[config.mk]
export PLATFORM = sky130hd
export DESIGN_NAME = hz_stall_ctrl
export DESIGN_NICKNAME = d
export VERILOG_FILES = /design/src/rtl/hz_pkg.sv /design/src/rtl/hz_arbiter.sv /design/src/rtl/hz_slot_chain.sv /design/src/rtl/hz_stall_ctrl.sv
export SDC_FILE = /design/constraint.sdc
export NUM_CORES = 1
export LEC_CHECK = 0
export ABC_AREA = 1
export BUFFER_PORTS_ARGS = -buffer_cell sky130_fd_sc_hd__buf_2
export CORE_AREA = 4 4 41 43
export DETAILED_ROUTE_END_ITERATION = 7
export DIE_AREA = 0 0 45 47
export GPL_TIMING_DRIVEN = 0
export PLACE_DENSITY = 0.39
export SLEW_MARGIN = 25
export SYNTH_ARGS = -nofsm -noshare
export SYNTH_HDL_FRONTEND = slang
export SYNTH_SLANG_ARGS = --single-unit
[constraint.sdc]
create_clock -name clk -period 0.9 [get_ports clk]
set_clock_uncertainty 0.1 [all_clocks]
set_input_delay 0.18 -clock clk [delete_from_list [all_inputs] [get_ports clk]]
set_output_delay 0.18 -clock clk [all_outputs]
set_load 0.03 [all_outputs]
[src/rtl/hz_pkg.sv]
package hz_pkg;

  typedef struct packed {
    logic valid;
    logic mem;
  } slot_t;

  localparam slot_t EMPTY_SLOT = '{valid: 1'b0, mem: 1'b0};

  // Port clash: fetch wants the port while a memory user sits in the data stage.
  function automatic logic port_clash(input logic req, input slot_t s);
    return req & s.valid & s.mem;
  endfunction

  function automatic slot_t new_slot(input logic mem);
    slot_t s;
    s.valid = 1'b1;
    s.mem   = mem;
    return s;
  endfunction

endpackage

[src/rtl/hz_arbiter.sv]
module hz_arbiter
  import hz_pkg::*;
(
  input  logic  fetch_req,
  input  slot_t me_slot,
  output logic  stall,
  output logic  fetch_grant,
  output logic  data_grant
);

  always_comb begin
    data_grant  = me_slot.valid & me_slot.mem;
    stall       = port_clash(fetch_req, me_slot);
    fetch_grant = fetch_req & ~stall;
  end

endmodule

[src/rtl/hz_slot_chain.sv]
module hz_slot_chain
  import hz_pkg::*;
#(
  parameter int SLOTS      = 4,
  parameter int HOLD_SLOTS = 1
) (
  input  logic                  clk,
  input  logic                  rst_n,
  input  logic                  stall,
  input  logic                  fetch_grant,
  input  logic                  fetch_mem,
  output slot_t [SLOTS-1:0]     slots_q
);

  slot_t incoming;
  slot_t [SLOTS-1:0] prev_w;
  slot_t [SLOTS-1:0] next_w;

  always_comb incoming = fetch_grant ? new_slot(fetch_mem) : EMPTY_SLOT;

  for (genvar k = 0; k < SLOTS; k++) begin : g_slot
    if (k == 0) begin : g_head
      assign prev_w[k] = incoming;
    end else begin : g_link
      assign prev_w[k] = slots_q[k-1];
    end

    if (k < HOLD_SLOTS) begin : g_frozen
      assign next_w[k] = stall ? slots_q[k] : prev_w[k];
    end else if (k == HOLD_SLOTS) begin : g_bubble
      assign next_w[k] = stall ? EMPTY_SLOT : prev_w[k];
    end else begin : g_flow
      assign next_w[k] = prev_w[k];
    end

    always_ff @(posedge clk or negedge rst_n) begin
      if (!rst_n) slots_q[k] <= EMPTY_SLOT;
      else        slots_q[k] <= next_w[k];
    end
  end

endmodule

[src/rtl/hz_stall_ctrl.sv]
module hz_stall_ctrl
  import hz_pkg::*;
#(
  parameter int STAGES    = 5,
  parameter int MEM_STAGE = 3,
  parameter int HOLD_UPTO = 1
) (
  input  logic clk,
  input  logic rst_n,
  input  logic fetch_req,
  input  logic fetch_mem,
  output logic if_en,
  output logic id_en,
  output logic ex_bubble,
  output logic data_port,
  output logic retire
);

  // Slots cover every stage after fetch; stage s lives in slot s-1.
  localparam int SLOTS    = STAGES - 1;
  localparam int MEM_SLOT = MEM_STAGE - 1;

  slot_t [SLOTS-1:0] slots_q;
  slot_t me_slot;
  slot_t wb_slot;
  logic  stall;
  logic  fetch_grant;
  logic  data_grant;

  assign me_slot = slots_q[MEM_SLOT];
  assign wb_slot = slots_q[SLOTS-1];

  hz_arbiter u_arb (
    .fetch_req   (fetch_req),
    .me_slot     (me_slot),
    .stall       (stall),
    .fetch_grant (fetch_grant),
    .data_grant  (data_grant)
  );

  hz_slot_chain #(
    .SLOTS      (SLOTS),
    .HOLD_SLOTS (HOLD_UPTO)
  ) u_chain (
    .clk         (clk),
    .rst_n       (rst_n),
    .stall       (stall),
    .fetch_grant (fetch_grant),
    .fetch_mem   (fetch_mem),
    .slots_q     (slots_q)
  );

  assign if_en     = fetch_grant;
  assign id_en     = ~stall;
  assign ex_bubble = stall;
  assign data_port = data_grant;
  assign retire    = wb_slot.valid;

endmodule

Word-level counts from Yosys, hierarchy flattened:

Index checks and enable logic that the tools add are counted.

* register bits after elaboration: 7
* input bits: 4
* output and inout port bits: 5
* word-level logic and storage cells: 14

* multiplexer cells: 2
* bitwise operators: 5

Operators by type and width (count)
* $and A1 B1 Y1: 4
* $mux W2: 2
* $not A1 Y1: 1

Longest topological paths before layout:

* depth in word-level cells: 5
* gate-level depth with buffers: 3
* gate-level depth less buffers: 3

Modules after synthesis:

From an unflattened synthesis, not the netlist that was laid out.

* cell total of the unflattened synthesis: 29
* area total of the unflattened synthesis: 304.0 um2

Modules (own cells, without submodules)
* hz_slot_chain: instances 1, cells an instance 23, area an instance 277.8 um2, seq. area each 200.2 um2
* hz_arbiter: instances 1, cells an instance 5, area an instance 22.5 um2, seq. area each 0.0 um2
* hz_stall_ctrl: instances 1, cells an instance 1, area an instance 3.8 um2, seq. area each 0.0 um2

Worst setup path before layout:

No wires, ideal clock.

* path kind: reg-to-output
* start point: register, netlist name u_chain.slots_q[5]
* end point: output if_en
* arrival: 1086 ps
* data required time: 620 ps
* setup slack: -466 ps
* stages on the path, launching flop included: 4
* buffers on the path: 0
* path through: dfrtp_1 nand2_1 inv_1 nor2_1

* longest elaborated chain between the ends: 4

Ends and longest elaborated chain
* $and A1 B1 Y1 (2 in a row): RTL line hz_pkg.sv:12 `return req & s.valid & s.mem;`
* $not A1 Y1: RTL line hz_arbiter.sv:14 `fetch_grant = fetch_req & ~stall;`
* $and A1 B1 Y1: RTL line hz_arbiter.sv:14
* end, declared: RTL line hz_stall_ctrl.sv:12 `output logic if_en,`

Every way passes these cells.

Worst setup path after layout:

* start point: register, netlist name u_chain.slots_q[4]
* end point: output if_en

* longest elaborated chain between the ends: 3

Ends and longest elaborated chain (RTL line)
* $and A1 B1 Y1: hz_pkg.sv:12
* $not A1 Y1: hz_arbiter.sv:14
* $and A1 B1 Y1: hz_arbiter.sv:14

Every way passes these cells.

==> report_table.html <==
<table>
<tr><th>Metric</th><th>Value</th></tr>
<tr><th colspan="2">Status</th></tr>
<tr><td>Status</td><td>finished with violations</td></tr>
<tr><td>Violations in the final reports</td><td>negative setup slack</td></tr>
<tr><th colspan="2">Power</th></tr>
<tr><td>Worst vdd ir</td><td>between 900 and 1000 uV</td></tr>
<tr><td>Leakage power</td><td>around 0.22 nW</td></tr>
<tr><td>Pwr/cell area</td><td>1770 mW/mm^2</td></tr>
<tr><th colspan="2">Floorplanning</th></tr>
<tr><td>Die Y-Extent</td><td>between 40 and 50 um</td></tr>
<tr><td>Count of standard-cell rows</td><td>13</td></tr>
<tr><td># IOs</td><td>9</td></tr>
<tr><td>Die X-Extent</td><td>45 um</td></tr>
<tr><td>Core area</td><td>0.00130 mm^2</td></tr>
<tr><td>Die ar.</td><td>roughly 0.0021 mm^2</td></tr>
<tr><td>Initial Utilization</td><td>a little under a fifth</td></tr>
<tr><th colspan="2">Yosys</th></tr>
<tr><td>Synthesized netlist cell count</td><td>21</td></tr>
<tr><td>Post-Synthesis Cell Area</td><td>around 240 um^2</td></tr>
<tr><td>Cell taking the most area after synthesis</td><td>dfrtp_1</td></tr>
<tr><td>Yosys cell types</td><td>8</td></tr>
<tr><td>Seq cells post-synth</td><td>7</td></tr>
<tr><td>Synth area leaders</td><td>dfrtp_1 73%, inv_1 7.8%, nand2_1 6.2%</td></tr>
<tr><td>Fraction of synthesized cell area taken by the top area cell type</td><td>72.5%</td></tr>
<tr><td>Seq/Total Area, Yosys</td><td>~73%</td></tr>
<tr><td>Count of warnings emitted by yosys</td><td>0</td></tr>
<tr><td>Syn_nets</td><td>25</td></tr>
<tr><td>Average size of a mapped cell</td><td>about 11 um^2</td></tr>
<tr><th colspan="2">Final layout</th></tr>
<tr><td>Top register by number of flip-flops</td><td>u_chain.slots_q</td></tr>
<tr><td>Utilization after layout</td><td>32.1%</td></tr>
<tr><td>P&amp;R area growth vs syn</td><td>73.1%</td></tr>
<tr><td>Commonest cells after routing, fill and taps aside</td><td>5 x buf_6, 5 x dfrtp_1, 3 x inv_1, 3 x clkbuf_4, 3 x buf_2</td></tr>
<tr><td>Final nets</td><td>41</td></tr>
<tr><td>Number of flip-flops in the largest register</td><td>7</td></tr>
<tr><td>Largest registers</td><td>u_chain.slots_q x7</td></tr>
<tr><td>Final non-filler cell area</td><td>around 420 um^2</td></tr>
<tr><td>Ant diodes</td><td>0</td></tr>
<tr><td>Fraction of layout instances using a drive strength above 1</td><td>between 60% and 70%</td></tr>
<tr><th colspan="2">Timing</th></tr>
<tr><td>Max Freq</td><td>about 760 MHz</td></tr>
<tr><td>Time the final worst path needs with I/O delays and setup</td><td>1320 ps</td></tr>
<tr><td>Hold Violations, Final</td><td>0</td></tr>
<tr><td>Unrepaired setup endpoints after global routing</td><td>yes</td></tr>
<tr><td>Worst hold-check slack</td><td>between 60 and 70 ps</td></tr>
<tr><td>Setup ws final</td><td>-423 ps</td></tr>
<tr><td>Slew Limit Fails</td><td>0</td></tr>
<tr><td>Share of the clock period used by the worst path</td><td>147%</td></tr>
<tr><td>Least-Margin Pin Slew</td><td>~160 ps</td></tr>
<tr><td>Relative max-transition margin</td><td>89.3%</td></tr>
<tr><td>Final count of negative-setup-slack endpoints</td><td>8</td></tr>
<tr><th colspan="2">Setup path</th></tr>
<tr><td>Biggest cell delay along the critical path</td><td>about 450 ps</td></tr>
<tr><td>Cell-by-cell trace of the critical path</td><td>nand2_4 &gt; inv_4 &gt; nor2_4 &gt; buf_6</td></tr>
<tr><td>Startpoint of the worst register-to-register path</td><td>u_chain.slots_q[4]</td></tr>
<tr><td>Cell count of the worst reg-to-reg path</td><td>3</td></tr>
<tr><td>Largest delay contributor family on the critical path</td><td>flip-flops</td></tr>
<tr><td>Critical-path top delay cell</td><td>dfrtp_2</td></tr>
<tr><td>Worst Path Arrival</td><td>1040 ps</td></tr>
<tr><td>Crit path kind</td><td>register to primary output</td></tr>
<tr><td>Critical Path Start</td><td>u_chain.slots_q[4]</td></tr>
<tr><td>Worst flop-to-flop path endpoint</td><td>u_chain.slots_q[1]</td></tr>
<tr><td>CP Capture Type</td><td>primary output</td></tr>
<tr><td>Endpoint required time on the critical path</td><td>620 ps</td></tr>
<tr><td>R2R Setup Slk</td><td>-100 ps</td></tr>
<tr><td>Number of buffer and inverter instances along the worst setup path</td><td>2</td></tr>
<tr><td>CP startpoint kind</td><td>register</td></tr>
<tr><td>Crit-path max FO</td><td>3</td></tr>
<tr><th colspan="2">Detailed routing</th></tr>
<tr><td>Routed via count</td><td>approximately 180</td></tr>
<tr><td>Drt initial violations</td><td>1</td></tr>
<tr><td>Routed via count divided by cell count</td><td>about 3.5</td></tr>
<tr><td>Wire per inst</td><td>a little over 10 um</td></tr>
<tr><td>Number of iterations in the first detailed-routing pass</td><td>2</td></tr>
<tr><td>Count of nets left with antenna violations after detail routing</td><td>0</td></tr>
<tr><td>Residual DRC</td><td>0</td></tr>
<tr><td>Final wirelength</td><td>~520 um</td></tr>
<tr><th colspan="2">Min path</th></tr>
<tr><td>Worst hold stages</td><td>3</td></tr>
<tr><td>End point of the most critical hold path</td><td>u_chain.slots_q[0]</td></tr>
<tr><td>Source of the worst hold timing path</td><td>fetch_mem</td></tr>
<tr><td>Tightest Hold Check Type</td><td>input port to register</td></tr>
<tr><th colspan="2">Clocking</th></tr>
<tr><td>Clock sinks</td><td>7</td></tr>
<tr><td>Buffer cell driving the clock tree root</td><td>clkbuf_4</td></tr>
<tr><td>H-tree Lvls</td><td>1</td></tr>
<tr><td>Clock Pin Slew Worst Setup and Hold Paths</td><td>roughly 50 ps</td></tr>
<tr><td>Number of buffers created by CTS</td><td>3</td></tr>
<tr><td>Buffer levels on the longest clock path</td><td>2</td></tr>
<tr><td>Worst-Skew Late Latency</td><td>250 ps</td></tr>
<tr><td>Clock tree from TritonCTS</td><td>yes</td></tr>
<tr><th colspan="2">Global routing</th></tr>
<tr><td>Number of antenna violations at the first check in global routing</td><td>0</td></tr>
<tr><td>Via count of the first global-routing pass</td><td>approximately 210</td></tr>
<tr><td>Total global routing overflow</td><td>0</td></tr>
<tr><td>First-pass GRT wire length</td><td>945 um</td></tr>
<tr><td>Largest net degree at the start of global routing</td><td>8</td></tr>
<tr><td>Tot GR Track Use</td><td>under 10%</td></tr>
<tr><th colspan="2">Placed design</th></tr>
<tr><td>Placed Area</td><td>between 300 and 400 um^2</td></tr>
<tr><td>DP Wirelength</td><td>370 um</td></tr>
<tr><td>Placer's final routability congestion estimate</td><td>approximately 0.7</td></tr>
<tr><td>IO buf count</td><td>8</td></tr>
<tr><th colspan="2">Job</th></tr>
<tr><td>Number of max-capacitance violations reported</td><td>0</td></tr>
</table>
cells by family after synthesis:
family	share of synthesized area [%]
AND/OR/NAND/NOR	16.6
flip-flops	72.5
buffers and inverters	7.77
AO/OA/AOI/OAI	3.11
final cells by class:
| cell class | instances | area, um^2 |
|---|---|---|
| Clock buffer | 4 | 26.3 |
| Fill cell | 137 | 883 |
| Inverter | 5 | 23.8 |
| Multi-Input combinational cell | 9 | 75.1 |
| Sequential cell | 7 | 178 |
| Tap cell | 15 | 18.8 |
| Timing Repair Buffer | 11 | 96.3 |
tightest hold or removal path: cells and delay by family:
kind                   cells  cell delay (ps)
and+or+nand+nor            2              120
buffers and inverters      1               70
worst max-delay path by stage:
stage	endpoint	slack, ps	depth (start not counted)
floorplan	if_en	-180	3
global placement	if_en	-240	4
detailed placement	if_en	-250	4
CTS	if_en	-430	4
global route	if_en	-490	4
finish	if_en	-420	4
per-stage QoR:
step	setup WS [ps]	power [mW]	cells	TNS, ps
2_1_floorplan	-178	0.402	21	-298
3_3_place_gp	-237	0.432	44	-731
3_5_place_dp	-250	0.434	44	-827
4_1_cts	-432	0.755	50	-1980
5_1_grt	-495	0.804	51	-2270
6_report	-423	0.742	51	-1880
cells in the mapped netlist (all sizes together):
| cell type | count |
|---|---|
| dfrtp | 7 |
| nand4 | 1 |
| nor2 | 1 |
| nand3 | 2 |
| inv | 5 |
| nand2 | 4 |
| o21a | 1 |
power breakdown:
group / total [mW] / internal (mW) / switching, mW
sequential: 0.357 / 0.338 / 0.0194
combinational: 0.101 / 0.0461 / 0.0554
clock: 0.283 / 0.169 / 0.114
total: 0.742 / 0.553 / 0.189
layer usage:
metal  track usage [%]  share of wire [%]  wire (um)  up-vias
li1                  -                  -          -       93
met1              7.67                 40        208       80
met2              8.76                 48        248        8
met3              7.66                 12         65        0
met4              3.51                  0          0        0
met5                 0                  0          0        -
what timing repair did:
item,CTS,global route
pin swaps,2,2
hold buffers,1,0
setup buffers,1,1
resized for setup,10,5
endpoints found under the setup margin,7,9
hold endpoints to repair,7,0
cloned,0,0
(Power assumes the default switching activity.)
